### config.mk
export PLATFORM = sky130hd
export DESIGN_NAME = torus_dor_route
export DESIGN_NICKNAME = d
export VERILOG_FILES = /design/src/rtl/torus_dor_pkg.sv /design/src/rtl/torus_dor_dim.sv /design/src/rtl/torus_dor_select.sv /design/src/rtl/torus_dor_route.sv
export SDC_FILE = /design/constraint.sdc
export NUM_CORES = 1
export LEC_CHECK = 0
export BUFFER_PORTS_ARGS = -buffer_cell sky130_fd_sc_hd__buf_2
export CAP_MARGIN = 5
export CORE_AREA = 8 8 45 47
export CTS_BUF_LIST = sky130_fd_sc_hd__clkbuf_4 sky130_fd_sc_hd__clkbuf_8
export CTS_CLUSTER_DIAMETER = 30
export DETAILED_ROUTE_END_ITERATION = 12
export DIE_AREA = 0 0 53 55
export SLEW_MARGIN = 20
export SYNTH_ARGS = -nofsm -noshare
export SYNTH_HDL_FRONTEND = slang
export SYNTH_SLANG_ARGS = --single-unit
### constraint.sdc
create_clock -name clk -period 1.65 [get_ports clk]
set_clock_uncertainty 0.2 [all_clocks]
set_input_delay 0.0825 -clock clk [delete_from_list [all_inputs] [get_ports clk]]
set_output_delay 0.0825 -clock clk [all_outputs]
set_load 0.02 [all_outputs]
### src/rtl/torus_dor_pkg.sv
package torus_dor_pkg;
    typedef enum logic {
        DIR_MINUS = 1'b0,
        DIR_PLUS  = 1'b1
    } dir_e;
endpackage

### src/rtl/torus_dor_dim.sv
module torus_dor_dim
    import torus_dor_pkg::*;
#(
    parameter int K = 4,
    parameter int W = 2
) (
    input  logic [W-1:0] cur,
    input  logic [W-1:0] dst,
    input  logic         mesh,
    output logic         differs,
    output dir_e         dir
);
    logic [W:0]   fwd;
    logic [W+1:0] twice;

    always_comb begin
        if (dst >= cur) fwd = {1'b0, dst} - {1'b0, cur};
        else            fwd = {1'b0, dst} + (W+1)'(K) - {1'b0, cur};
        twice   = {1'b0, fwd} << 1;
        differs = (dst != cur);
        if (mesh) dir = (dst > cur) ? DIR_PLUS : DIR_MINUS;
        else      dir = (twice <= (W+2)'(K)) ? DIR_PLUS : DIR_MINUS;
    end
endmodule

### src/rtl/torus_dor_select.sv
module torus_dor_select
    import torus_dor_pkg::*;
#(
    parameter int N  = 2,
    parameter int PW = 3
) (
    input  logic [N-1:0] differs,
    input  dir_e         dir [N],
    output logic [PW-1:0] port
);
    always_comb begin
        port = '0;
        for (int d = N - 1; d >= 0; d--) begin
            if (differs[d]) begin
                port = (dir[d] == DIR_PLUS) ? PW'(2 * d + 1) : PW'(2 * d + 2);
            end
        end
    end
endmodule

### src/rtl/torus_dor_route.sv
module torus_dor_route
    import torus_dor_pkg::*;
#(
    parameter int K = 4,
    parameter int N = 2,
    localparam int W  = (K > 2) ? $clog2(K) : 1,
    localparam int CW = N * W,
    localparam int PW = $clog2(2 * N + 1)
) (
    input  logic          clk,
    input  logic          rst_n,
    input  logic          mesh_mode,
    input  logic [CW-1:0] my_coord,
    input  logic          in_valid,
    output logic          in_ready,
    input  logic [CW-1:0] in_dest,
    output logic          out_valid,
    input  logic          out_ready,
    output logic [PW-1:0] out_port
);
    typedef struct packed {
        logic          valid;
        logic [PW-1:0] port;
    } state_t;

    state_t        st_d, st_q;
    logic [N-1:0]  differs;
    dir_e          dir [N];
    logic [PW-1:0] sel_port;

    for (genvar g = 0; g < N; g++) begin : g_dim
        torus_dor_dim #(.K(K), .W(W)) u_dim (
            .cur     (my_coord[g*W +: W]),
            .dst     (in_dest[g*W +: W]),
            .mesh    (mesh_mode),
            .differs (differs[g]),
            .dir     (dir[g])
        );
    end

    torus_dor_select #(.N(N), .PW(PW)) u_sel (
        .differs (differs),
        .dir     (dir),
        .port    (sel_port)
    );

    always_comb begin
        in_ready = !st_q.valid || out_ready;
        st_d     = st_q;
        if (out_ready) st_d.valid = 1'b0;
        if (in_valid && in_ready) begin
            st_d.valid = 1'b1;
            st_d.port  = sel_port;
        end
    end

    always_ff @(posedge clk) begin
        if (!rst_n) st_q <= '0;
        else        st_q <= st_d;
    end

    assign out_valid = st_q.valid;
    assign out_port  = st_q.port;
endmodule

==> results of run 1 <==
-- routing by layer --
metal	global-route usage, %	share of wire, %	routed length [um]	up-vias
met3	2.67	12	104	0
met2	10.5	43	374	16
met4	5.17	0	0	0
li1	-	-	-	179
met5	0	0	0	-
met1	7.62	45	397	159
-- power groups by stage --
stage | registers [uW] | clock network [uW] | logic [uW]
finish | 107 | 124 | 146
detailed placement | 108 | 0 | 131
global placement | 108 | 0 | 129
floorplan | 117 | 0 | 69.6
global route | 108 | 133 | 163
CTS | 107 | 132 | 138
-- synth_stat cells --
cell type and number:
inv_1 7, dfxtp_1 4, ha_1 4, nand2_1 4, nand2b_1 3, fa_1 2
o311a_1 2, a21boi_0 1, a21boi_1 1, a21oi_1 1, and2_1 1, nor3_2 1
nor3b_2 1, o21a_1 1, o22ai_1 1, o311a_2 1, or4_1 1
-- final timing paths --
kind / startpoint / end / slack (ns) / depth (start not counted)
max: in_dest[2] / out_port[1] / 0.04 / 8
min: mesh_mode / out_port[2] / 0.16 / 4
max reg2reg: out_valid / out_valid / 0.25 / 3
min reg2reg: out_port[2] / out_port[2] / 0.25 / 2
-- what timing repair did --
action | 4_1_cts | 5_1_grt
pin swaps | 3 | 1
gates cloned | 0 | 0
hold buffers | 3 | 0
hold endpoints to repair | 4 | 0
resized for setup | 1 | 5
setup endpoints to repair | 3 | 3
-- critical path, cell delays in order --
cell and delay, ns:
buf_8 0.09, inv_12 0.03, ha_4 0.14, fa_1 0.45, nor3_2 0.18, a21oi_2 0.06
nor3b_4 0.15, o311a_1 0.34
-- cell type report --
cell class / instances / area share, %
Tap cell: 16 / 3.32
Sequential cell: 4 / 13.3
Timing Repair Buffer: 25 / 28.0
Clock buffer: 3 / 3.73
Multi-Input combinational cell: 25 / 44.8
Inverter: 7 / 6.85
-- stage by stage --
step                      setup slack [ns]  util, %
after global routing               -0.0615     43.6
final                               0.0379     43.6
after CTS                           0.0198     41.9
after floorplan                    -0.0646        -
after global placement              -0.317     37.9
after detailed placement            -0.318     37.9
-- state kept, by name, indices dropped and copies added (netlist names) --
name / count
out_valid: 1
out_port: 3
-- logic make-up (layout without fill, tap and decap cells) --
family | count (synthesis) | after routing | synth area share, %
compound gates | 8 | 8 | 19.6
fa+ha+maj | 6 | 6 | 27.2
buf+inv | 7 | 35 | 7.93
flops | 4 | 4 | 24.2
simple gates | 11 | 11 | 21.1
==> out/metrics.yaml, run 1 <==
final_layout:
  nFillCells: 144
  ff_latch_area_um2: 80.1
  final_common_cell: "buf_2"
  finalNetCount: 85
  final_cells: 80
  n_antenna_cell: 0
  multi_input_area_um2: 270
  final_cell_mix: "15 x buf_2, 5 x inv_1, 5 x buf_4"
  final_area_um2: 603
  drive_gt1_share_pct: 51.6
  area_growth_pct: 81.9
floorplanning:
  core_area_um2: 1380
  die-area_um2: 2920
  initial_core_util_pct: 24.0
  fp-row-count: 14
  die_y_um: 55
  ioPinCount: 18
  dieWidth_um: 53
global_route:
  grt.total_usage_pct: 6.89
  overflow: 0
  grt_pass1_wl_mm: 1.48
  grt_pass1_vias: 386
  grt_max_degree: 6
  antenna_found_initial: 0
power:
  switchingPower_uw: 112
  power_leakage_uw: 0.000298
  p_seq_share_pct: 28.3
  power_switching_share_pct: 29.7
  total_power_uw: 377
  power.density_nw_per_um2: 625
  vdd_drop_max_uv: 328
  pwr-share-comb_pct: 38.9
  p_clk_share_pct: 32.8
  power.internal_uw: 265
timing:
  fmaxAchievable_mhz: 620
  min_period_over_period_pct: 97.7
  timing.hold.ws_ns: 0.161
  fin_setup_tns_ns: 0
  period_needed_ns: 1.61
  slew_viol_final: 0
  finalSetupViolations: 0
  slew_headroom_pct: 87.9
  worstMarginPinSlew_ns: 0.181
  finalHoldViolations: 0
  rsz0062_at_grt: "true"
clocking:
  root_buffer: "clkbuf_4"
  numCtsBuffers: 3
  clock_latency_ns: 0.23
  cts_sinks: 4
  ctsHtreeMaxLevel: 1
  cts_tree: "done"
  cts.reportedPaths.clkPinSlew_ns: 0.04
  post-cts-setup-buffer-count: 0
  clk_path_buf_depth: 2
drt:
  ant_nets: 0
  vias: 354
  dr.pass1.iters: 4
  routed_wl_um: 876
  avgRoutedWirePerCell_um: 11.0
  drt_iter0_markers: 5
  drc: 0
  vias_per_cell: 4.43
synth:
  yosys.cell_types.count: 17
  syn-cell-area_um2: 332
  yosysTopAreaCell: "dfxtp_1"
  synthCells: 36
  synth_top_cell_area_share_pct: 24.2
  synth_nets: 55
  avgSynthCellArea_um2: 9.21
  ys_top_cells_by_area: "dfxtp_1 24%, ha_1 15%, fa_1 12%"
  seq_area_frac_synth_pct: 24.2
  ys_seq_elements: 4
  yosys_warnings: 0
placement:
  place_inst: 74
  placed_cell_area_um2: 524
  gp_congestion: 0.639
  port_buffers: 17
  hpwl_um: 707
worst_hold_path:
  hp-class: "in -> reg"
run:
  maxCapViolations: 0
worst_setup_path:
  crit_arrival_ns: 1.53
  cp.required_ns: 1.57
  path_max_fanout: 2
  endpoint_kind: "flip-flop"
  worstSetupPathType: "in -> reg"
  worstSetupStartpointType: "input pin"
status:
  status: "finished, final reports clean"
No activity file was read; power rests on OpenSTA's default activity.
==> run 2, diff against run 1 <==
--- a/config.mk
+++ b/config.mk
@@ -15,4 +15,5 @@
 export SLEW_MARGIN = 20
 export SYNTH_ARGS = -nofsm -noshare
 export SYNTH_HDL_FRONTEND = slang
+export SYNTH_HIERARCHICAL = 1
 export SYNTH_SLANG_ARGS = --single-unit
==> run 2 against run 1 <==
Net effect:
- combinational power barely moved
- via count rose by 13%
- synthesized area rose by 17%
- critical path depth fell by 4
- clock power barely moved
- global-route usage rose by 0.32 points
- sequential share of layout area rose by 0.43 points
- sequential power barely moved
- critical path type unchanged
==> out/metrics.yaml, run 2 <==
status:
  status: "finished, final reports clean"
synth:
  ys_seq_elements: 4
  seq_area_frac_synth_pct: 20.7
  synth-async-reset-ratio_pct: 0
  muxShareOfSynthArea_pct: 0
  synth_top_family_by_area: "simple AND/OR/NAND/NOR gates"
  synth_nets: 64
  synth_compound_area_share_pct: 20.4
  ys_top_cells_by_area: "dfxtp_1 21%, ha_1 13%, fa_1 10%"
  yosys.cell_types.count: 17
  avgSynthCellArea_um2: 8.59
  yosys-top-cells-count: "8 x inv_1, 7 x nand2_1, 4 x dfxtp_1, 4 x ha_1"
  yosysTopAreaCell: "dfxtp_1"
  syn-cell-area_um2: 387
  synth_top_cell_area_share_pct: 20.7
  synth_fa_ha_area_share_pct: 23.3
  synth-simple-area-share_pct: 27.8
  synthCells: 45
  ys.flop_type: "dfxtp_1"
  synth_edf_count: 0
  yosys_warnings: 6
  synth_most_common_cell: "inv_1"
  synth_xor_area_share_pct: 0
drt:
  vias_per_cell: 4.75
  dr.pass1.iters: 2
  ant_nets: 0
  avgRoutedWirePerCell_um: 10.8
  routed_wl_um: 908
  vias: 399
  drt_iter0_markers: 6
  drc: 0
placement:
  place_inst: 78
  place_ws_ns: -0.153
  hpwl_um: 728
  port_buffers: 17
  gp_congestion: 0.656
clocking:
  post-cts-setup-buffer-count: 0
  ctsHtreeMaxLevel: 1
  clock_latency_ns: 0.23
  cts.reportedPaths.clkPinSlew_ns: 0.04
  cts_sinks: 4
  numCtsBuffers: 3
  root_buffer: "clkbuf_4"
  cts_tree: "done"
  clk_path_buf_depth: 2
timing:
  min_period_over_period_pct: 94.0
  rsz0062_at_grt: "true"
  slew_headroom_pct: 85.4
  finalHoldViolations: 0
  fmaxAchievable_mhz: 645
  slew_viol_final: 0
  period_needed_ns: 1.55
  fin_ws_ns: 0.0985
  finalSetupViolations: 0
  timing.hold.ws_ns: 0.0564
  worstMarginPinSlew_ns: 0.219
worst_setup_path:
  rr_endpoint: "out_valid"
  worstSetupPathType: "in -> reg"
  path_max_fanout: 7
  worstSetupStartpointType: "input pin"
  cp.required_ns: 1.56
  reg2reg_slack_ns: 0.22
  crit_arrival_ns: 1.47
  rr_worst_depth: 3
  endpoint_kind: "flip-flop"
  worstReg2RegStart: "out_valid"
global_route:
  grt_pass1_vias: 404
  busiest_layer: "met2"
  grt.total_usage_pct: 7.22
  overflow: 0
  grt_use_met2_pct: 10.4
  grt_pass1_wl_mm: 1.58
  antenna_found_initial: 0
  grt_max_degree: 8
  grtUsageMet3_pct: 5.08
  met1_usage_pct: 7.76
run:
  maxCapViolations: 0
power:
  vdd_drop_max_uv: 368
  power.density_nw_per_um2: 637
  power_leakage_uw: 0.000305
worst_hold_path:
  hold_end: "out_port[2]"
  hp-class: "in -> reg"
  min_from: "out_ready"
  hold_depth: 4
final_layout:
  final_common_cell: "buf_2"
  final_cells: 84
  finalNetCount: 89
  drive_gt1_share_pct: 48.5
  n_antenna_cell: 0
  area_growth_pct: 51.1
  final_cell_mix: "15 x buf_2, 7 x nand2_1, 7 x inv_1"
  largest_reg_flops: 3
floorplanning:
  initial_core_util_pct: 27.9
  die-area_um2: 2920
  ioPinCount: 18
  dieWidth_um: 53
  core_area_um2: 1380
  die_y_um: 55
  fp-row-count: 14
-- run 2: cell types whose count changed after synthesis, moves of 3 or more --
cell / change
nand4_1: +3
nand2_1: +3
o21ai_2: +3
nand2b_1: -3
-- run 2: report_power, final --
group          total [uW]  internal, uW  switching [uW]
clock network         121          81.3            39.3
logic                 143          70.8            72.1
registers             109           105            4.12
total                 372           257             115
-- run 2: final cells by class --
| cell class | count | area, um^2 |
|---|---|---|
| inverter | 8 | 32.5 |
| clock buffer | 3 | 22.5 |
| sequential | 4 | 80.1 |
| timing repair buffer | 20 | 131 |
| multi-input combinational | 33 | 298 |
| fill | 141 | 800 |
| tap | 16 | 20.0 |
-- run 2: timing repair --
item	4_1_cts	5_1_grt
hold endpoints to repair	4	0
hold buffers	3	0
endpoints found under the setup margin	0	1
resized for setup	0	10
-- run 2: worst max-delay path: stages --
cell,delay (ns)
dlygate4sd3_1,0.54
buf_2,0.16
a21boi_0,0.12
dlygate4sd3_1,0.55
-- run 2: how the worst max path moves through the flow --
stage                            from          end  cells past startpoint
after global routing       in_dest[2]  out_port[1]                     10
final                           rst_n    out_valid                      4
after global placement    my_coord[2]  out_port[2]                      8
after floorplan            in_dest[2]  out_port[2]                      8
after detailed placement  my_coord[2]  out_port[2]                      8
after CTS                 my_coord[2]  out_port[2]                      8
-- run 2: metrics by stage --
stage	total power, uW	cell area (um^2)	utilization [%]	TNS, ns
2_1_floorplan	192	387	-	0
3_3_place_gp	231	492	35.5	-0.256
3_5_place_dp	233	492	35.5	-0.379
4_1_cts	365	544	39.3	0
5_1_grt	409	584	42.2	-0.0139
6_report	372	584	42.2	0
-- run 2: logic make-up (layout without fill, tap and decap cells) --
group / after synthesis / count (layout)
flip-flops: 4 / 4
AO/OA/AOI/OAI: 9 / 9
AND/OR/NAND/NOR: 18 / 18
buffers and inverters: 8 / 31
adder cells (fa/ha/maj): 6 / 6
-- run 2: per-layer routing --
| metal | share of wire [%] | up-vias |
|---|---|---|
| met5 | 0 | - |
| met4 | 0 | 0 |
| met3 | 12 | 0 |
| met2 | 42 | 17 |
| met1 | 46 | 180 |
| li1 | - | 202 |
